`src/rtl/xlate_front.sv`:
```
module xlate_front #(
  parameter int CODE_W = 8,
  parameter logic [31:0] RELOC_LIMIT = 32'h0200_0000
) (
  input  logic              clk,
  input  logic              rst_n,
  input  logic              req_valid,
  input  logic [31:0]       req_vaddr,
  input  logic [1:0]        req_kind,
  input  logic              req_user,
  input  logic [31:0]       ctrl_word,
  input  logic [31:0]       pid_offset,
  input  logic              cfg_region_prot,
  input  logic              cfg_newarch,
  output logic              busy,
  output logic              mpu_go,
  output logic              walk_go,
  output logic              walk_newfmt,
  output logic [31:0]       eng_vaddr,
  output logic [1:0]        eng_kind,
  output logic              eng_user,
  input  logic              eng_done,
  input  logic              eng_fault,
  input  logic [CODE_W-1:0] eng_code,
  input  logic [31:0]       eng_paddr,
  input  logic              eng_rd,
  input  logic              eng_wr,
  output logic              rsp_valid,
  output logic              rsp_fault,
  output logic [31:0]       rsp_vpage,
  output logic [31:0]       rsp_ppage,
  output logic              rsp_rd,
  output logic              rsp_wr,
  output logic              pabort,
  output logic              dabort,
  output logic [31:0]       ifsr,
  output logic [31:0]       ifar,
  output logic [31:0]       dfsr,
  output logic [31:0]       dfar
);
  localparam logic [31:0] GRAN_MASK = 32'hFFFF_FC00;
  localparam logic [1:0]  KIND_FETCH = 2'd2;
  localparam logic [1:0]  KIND_WRITE = 2'd1;
  localparam int          WR_FLAG_BIT = 11;

  logic [31:0] va_rel;
  logic        accept;
  logic [31:0] code_ext;

  assign va_rel    = (req_vaddr < RELOC_LIMIT) ? req_vaddr + pid_offset : req_vaddr;
  assign accept    = req_valid && !busy;
  assign code_ext  = 32'(eng_code);

  always_ff @(posedge clk) begin
    if (!rst_n) begin
      busy <= 1'b0; mpu_go <= 1'b0; walk_go <= 1'b0; walk_newfmt <= 1'b0;
      eng_vaddr <= '0; eng_kind <= '0; eng_user <= 1'b0;
      rsp_valid <= 1'b0; rsp_fault <= 1'b0; rsp_vpage <= '0; rsp_ppage <= '0;
      rsp_rd <= 1'b0; rsp_wr <= 1'b0; pabort <= 1'b0; dabort <= 1'b0;
      ifsr <= '0; ifar <= '0; dfsr <= '0; dfar <= '0;
    end else begin
      mpu_go <= 1'b0; walk_go <= 1'b0;
      rsp_valid <= 1'b0; pabort <= 1'b0; dabort <= 1'b0;
      if (accept) begin
        eng_vaddr <= va_rel; eng_kind <= req_kind; eng_user <= req_user;
        if (!ctrl_word[0]) begin
          rsp_valid <= 1'b1; rsp_fault <= 1'b0;
          rsp_vpage <= va_rel & GRAN_MASK; rsp_ppage <= va_rel & GRAN_MASK;
          rsp_rd <= 1'b1; rsp_wr <= 1'b1;
        end else begin
          busy <= 1'b1;
          if (cfg_region_prot) mpu_go <= 1'b1;
          else begin
            walk_go <= 1'b1;
            walk_newfmt <= ctrl_word[23];
          end
        end
      end else if (busy && eng_done) begin
        busy <= 1'b0;
        rsp_valid <= 1'b1;
        rsp_fault <= eng_fault;
        rsp_vpage <= eng_vaddr & GRAN_MASK;
        if (!eng_fault) begin
          rsp_ppage <= eng_paddr & GRAN_MASK;
          rsp_rd <= eng_rd; rsp_wr <= eng_wr;
        end else begin
          rsp_ppage <= '0; rsp_rd <= 1'b0; rsp_wr <= 1'b0;
          if (eng_kind == KIND_FETCH) begin
            ifsr <= code_ext; ifar <= eng_vaddr; pabort <= 1'b1;
          end else begin
            dfsr <= code_ext | (32'(eng_kind == KIND_WRITE && cfg_newarch) << WR_FLAG_BIT);
            dfar <= eng_vaddr; dabort <= 1'b1;
          end
        end
      end
    end
  end

  a_r4_one_engine: assert property (@(posedge clk) disable iff (!rst_n) !(mpu_go && walk_go));
  a_r3_mpu_pulse: assert property (@(posedge clk) disable iff (!rst_n) mpu_go |=> !mpu_go);
  a_r4_walk_pulse: assert property (@(posedge clk) disable iff (!rst_n) walk_go |=> !walk_go);
  a_r9_one_abort: assert property (@(posedge clk) disable iff (!rst_n) !(pabort && dabort));
  a_r9_abort_aligned: assert property (@(posedge clk) disable iff (!rst_n)
    (pabort || dabort) |-> (rsp_valid && rsp_fault));
  a_r9_abort_single: assert property (@(posedge clk) disable iff (!rst_n)
    (pabort || dabort) |=> !(pabort || dabort));
  a_r8_ifr_hold: assert property (@(posedge clk) disable iff (!rst_n)
    !pabort |-> ($stable(ifsr) && $stable(ifar)));
  a_r8_dfr_hold: assert property (@(posedge clk) disable iff (!rst_n)
    !dabort |-> ($stable(dfsr) && $stable(dfar)));
  a_r10_eng_stable: assert property (@(posedge clk) disable iff (!rst_n)
    (busy && $past(busy)) |-> ($stable(eng_vaddr) && $stable(eng_kind)));
  a_r3_go_busy: assert property (@(posedge clk) disable iff (!rst_n)
    (mpu_go || walk_go) |-> busy);
endmodule

```
`config.mk`:
```
export PLATFORM = sky130hd
export DESIGN_NAME = xlate_front
export DESIGN_NICKNAME = d
export VERILOG_FILES = /design/src/rtl/xlate_front.sv
export SDC_FILE = /design/constraint.sdc
export NUM_CORES = 1
export LEC_CHECK = 0
export CORE_AREA = 2 2 151 153
export CTS_CLUSTER_SIZE = 14
export DETAILED_ROUTE_END_ITERATION = 8
export DIE_AREA = 0 0 153 155
export PLACE_DENSITY = 0.86
export SLEW_MARGIN = 15
export SYNTH_ARGS = -nofsm -noshare
export SYNTH_HDL_FRONTEND = slang
export SYNTH_SLANG_ARGS = --single-unit
```
`constraint.sdc`:
```
create_clock -name clk -period 4.7 [get_ports clk]
set_clock_uncertainty 0.1 [all_clocks]
set_input_delay 0.47 -clock clk [delete_from_list [all_inputs] [get_ports clk]]
set_output_delay 0.47 -clock clk [all_outputs]
set_load 0.005 [all_outputs]
```
==> reports/qor.tcl <==
set qor(run_status) {finished clean}
set qor(holdBufCountCts) 0
set qor(synth.distinct_cells) 75
set qor(clock_latency_at_the_later_pin_of_the_worst_skew_pair_ns) 0.43
set qor(rsz0062_at_grt) {no}
set qor(io_buffers) 277
set qor(portion_of_the_post_synthesis_area_used_by_sequential_elements_pct) 38.3
set qor(finalSetupViolCount) 0
set qor(worst_setup_path_start_kind) {primary input}
set qor(tritoncts_clock_tree) {done}
set qor(cellLeakagePower_nw) 4.49
set qor(synth_compound_area_share_pct) 23.8
set qor(vias_in_the_first_global_route) 8260
set qor(power.ir.vdd_worst_mv) 0.191
set qor(synth_top_family_by_area) {compound AO/OA/AOI/OAI gates}
set qor(global_route.usage.total_pct) 24.0
set qor(clockPowerShare_pct) 39.6
set qor(num-fill-cells) 2021
set qor(cts_htree_levels) 4
set qor(finish.net_count) 1547
set qor(syn-mean-instance-area_um2) 7.81
set qor(path_buf_inv) 1
set qor(syn-cell-area_mm2) 0.00888
set qor(total_switching_power_w) 0.00114
set qor(route.vias.total) 9045
set qor(clk_pin_slew_worst_paths_ns) 0.07
set qor(antenna_violations_before_repair) 0
set qor(floorplan.initialDensity_pct) 39.9
set qor(pwr_density_cell_mw_per_mm2) 309
set qor(master_of_the_slowest_instance_on_the_critical_path) {sky130_fd_sc_hd__a211oi_1}
set qor(synth-edff-count) 0
set qor(asyncSetResetFlopFracSynth_pct) 0
set qor(final-max-slew-violation-count) 0
set qor(cts_sinks) 170
set qor(ys_ff_latch) 170
set qor(fp-row-count) 55
set qor(globalplace.congestion) 0.905
set qor(placeableCoreArea_mm2) 0.0222
set qor(die_width_um) 153
set qor(critPathMaxFanout) 6
set qor(crit_path_cell_trace) {clkdlybuf4s50_1 -> ha_1 -> nand3_1 -> o211a_1 -> o21a_1 -> a211oi_1 -> a22oi_1 -> xnor2_1 -> a211oi_1 -> a2111oi_0}
set qor(synth.area.mux_share_pct) 0.803
set qor(path_class) {in2reg}
set qor(clk_path_buf_depth) 2
set qor(worst_hold_slack_ns) 0.352
set qor(final-hold-violation-count) 0
set qor(yosys.area_share.xor_xnor_pct) 1.78
set qor(min-delay-path-class) {reg2reg}
set qor(synthSimpleGateAreaFrac_pct) 20.5
set qor(cts_inserted_buffers) 17
set qor(critPathArrivalTime_ns) 3.52
set qor(total_number_of_yosys_warnings) 0
set qor(proportion_of_layout_cells_with_a_drive_suffix_above_1_pct) 5.00
set qor(achievable-frequency_ghz) 0.298
set qor(remaining_antenna_violation_count_after_routing) 0
set qor(final_cycle_share_pct) 71.4
set qor(total_die_area_mm2) 0.0237
set qor(synthesis.instances) 1137
set qor(wl_per_cell_um) 17.9
set qor(routed_wl_um) 29800
set qor(cts_root_buf) {sky130_fd_sc_hd__clkbuf_16}
set qor(power.combinational.fraction_pct) 19.1
set qor(cts_repair_resize_count) 0
set qor(post_synth_fa_ha_maj_area_fraction_pct) 4.59
set qor(first_pass_iteration_count_of_the_detailed_router) 5
set qor(crit_required_ns) 4.86
set qor(max_slew_margin_pct) 33.0
set qor(intPower_w) 0.00261
set qor(max_cap_violations) 0
set qor(crit_path_most_repeated_cell) {sky130_fd_sc_hd__a211oi_1}
set qor(postSynth.topFlopCell) {sky130_fd_sc_hd__dfxtp_1}
set qor(totalNegativeSetupSlack_ns) 0
set qor(cp_top_family) {compound AO/OA/AOI/OAI gates}
set qor(drcViolationCount) 0
set qor(globalRouteOverflowTotal) 0
set qor(dieHeight_um) 155
set qor(pin_count) 385
set qor(grt_start_max_net_pins) 89
set qor(critPathCaptureType) {flop}
set qor(hpwlAfterDp_um) 22400
set qor(via_per_inst) 5.43
set qor(cts_setup_buffers) 0
set qor(syn2layout_area_growth_pct) 36.8
set qor(period_minus_ws_final_ns) 3.36
set qor(drt_first_iter_violations) 636
set qor(grt_first_pass_wirelength_um) 45300
set qor(p_seq_share_pct) 41.3
set qor(worstMarginPinSlew_ns) 1.00
set qor(critical_path.max_stage_delay_ns) 0.60
set qor(switching_share_pct) 30.3
-- logic make-up (layout without fill, tap and decap cells) --
logic type	Yosys count	after routing
buffers and inverters	149	326
XOR/XNOR	18	18
AND/OR/NAND/NOR	417	417
other	1	69
multiplexers	7	7
AO/OA/AOI/OAI	343	343
flip-flops	170	170
adder cells (fa/ha/maj)	32	32
-- cells in the final DEF (no fill, tap or decap), types with 7 or more instances in the layout --
master	synthesis	routed
sky130_fd_sc_hd__o31ai_1	10	10
sky130_fd_sc_hd__a311oi_1	11	11
sky130_fd_sc_hd__nand4_1	9	9
sky130_fd_sc_hd__clkbuf_16	0	17
sky130_fd_sc_hd__inv_1	7	7
sky130_fd_sc_hd__a31oi_1	17	17
sky130_fd_sc_hd__conb_1	1	67
sky130_fd_sc_hd__o21a_1	12	12
sky130_fd_sc_hd__clkdlybuf4s50_1	0	276
sky130_fd_sc_hd__ha_1	31	31
sky130_fd_sc_hd__o21ai_0	48	47
sky130_fd_sc_hd__a21o_1	15	15
sky130_fd_sc_hd__a211oi_1	11	11
sky130_fd_sc_hd__xnor2_1	16	16
sky130_fd_sc_hd__nand3_1	28	28
sky130_fd_sc_hd__and3_1	10	10
sky130_fd_sc_hd__nor2_1	62	61
sky130_fd_sc_hd__nor3_1	15	15
sky130_fd_sc_hd__buf_4	68	9
sky130_fd_sc_hd__dfxtp_1	170	170
sky130_fd_sc_hd__a21oi_1	161	160
sky130_fd_sc_hd__o211ai_1	15	15
sky130_fd_sc_hd__nand2_1	251	251
-- cells in the mapped netlist (16+ instances only) --
library cell | count | area [µm²]
sky130_fd_sc_hd__nand2_1 | 251 | 942
sky130_fd_sc_hd__a21oi_1 | 161 | 806
sky130_fd_sc_hd__a31oi_1 | 17 | 106
sky130_fd_sc_hd__ha_1 | 31 | 388
sky130_fd_sc_hd__xnor2_1 | 16 | 140
sky130_fd_sc_hd__dfxtp_1 | 170 | 3400
sky130_fd_sc_hd__buf_4 | 68 | 510
sky130_fd_sc_hd__clkbuf_1 | 57 | 214
sky130_fd_sc_hd__nor2_1 | 62 | 233
sky130_fd_sc_hd__o21ai_0 | 48 | 240
sky130_fd_sc_hd__nand3_1 | 28 | 140
-- power by group through the flow --
stage	logic (W)	clock network, W	registers [W]
after floorplan	0.000418	0	0.00157
after CTS	0.000708	0.00150	0.00155
after detailed placement	0.000705	0	0.00158
after global placement	0.000695	0	0.00158
final	0.000715	0.00149	0.00155
after global routing	0.000778	0.00157	0.00156
-- layout make-up --
class	instances	area, µm²	share of cell area [%]
tap	285	357	2.94
antenna	2	5.00	0.0412
timing repair buffer	286	2840	23.4
clock inverter	15	208	1.71
sequential	170	3400	28.0
multi-input combinational	884	4870	40.2
clock buffer	17	425	3.50
inverter	8	32.5	0.268
-- per-layer routing --
| metal | routed length, µm | GRT usage (%) | part of all wire (%) | vias to the layer above |
|---|---|---|---|---|
| met3 | 2180 | 5.21 | 7.3 | 57 |
| met2 | 14400 | 40.1 | 48 | 394 |
| met5 | 0 | 0 | 0 | - |
| met1 | 12400 | 30.7 | 42 | 4274 |
| met4 | 793 | 8.47 | 2.7 | 0 |
| li1 | - | - | - | 4320 |
-- registers in the layout, summed over array words and instances (netlist names), 2 cells and up --
signal,cells
dfar,32
ifar,32
eng_kind,2
dfsr,9
eng_vaddr,32
rsp_vpage,22
ifsr,8
rsp_ppage,22
-- worst min-delay path, delay by kind of cell (launching register included) --
| kind | cells | cell delay (ns) |
|---|---|---|
| and+or+nand+nor | 1 | 0.05 |
| AOI/OAI and AO/OA | 1 | 0.05 |
| DFF | 1 | 0.31 |
-- stage by stage --
stage	utilization (%)	cell area, µm²	worst slack [ns]	cells	total power, W
2_1_floorplan	-	9130	1.92	1203	0.00199
3_3_place_gp	51.7	11500	0.968	1633	0.00228
3_5_place_dp	51.7	11500	0.929	1633	0.00229
4_1_cts	54.6	12100	1.39	1665	0.00376
5_1_grt	54.6	12100	1.13	1665	0.00391
6_report	54.6	12100	1.34	1667	0.00375
-- worst paths after layout --
| path | startpoint | endpoint | slack (ns) | cells past startpoint |
|---|---|---|---|---|
| worst min-delay path | rsp_ppage[10] | rsp_ppage[10] | 0.35 | 2 |
| worst max register to register | busy | rsp_ppage[14] | 2.15 | 7 |
| worst min register to register | rsp_ppage[10] | rsp_ppage[10] | 0.35 | 2 |
| worst max-delay path | req_vaddr[3] | rsp_ppage[29] | 1.34 | 10 |
Note: power is estimated with default switching activity, not from simulation.
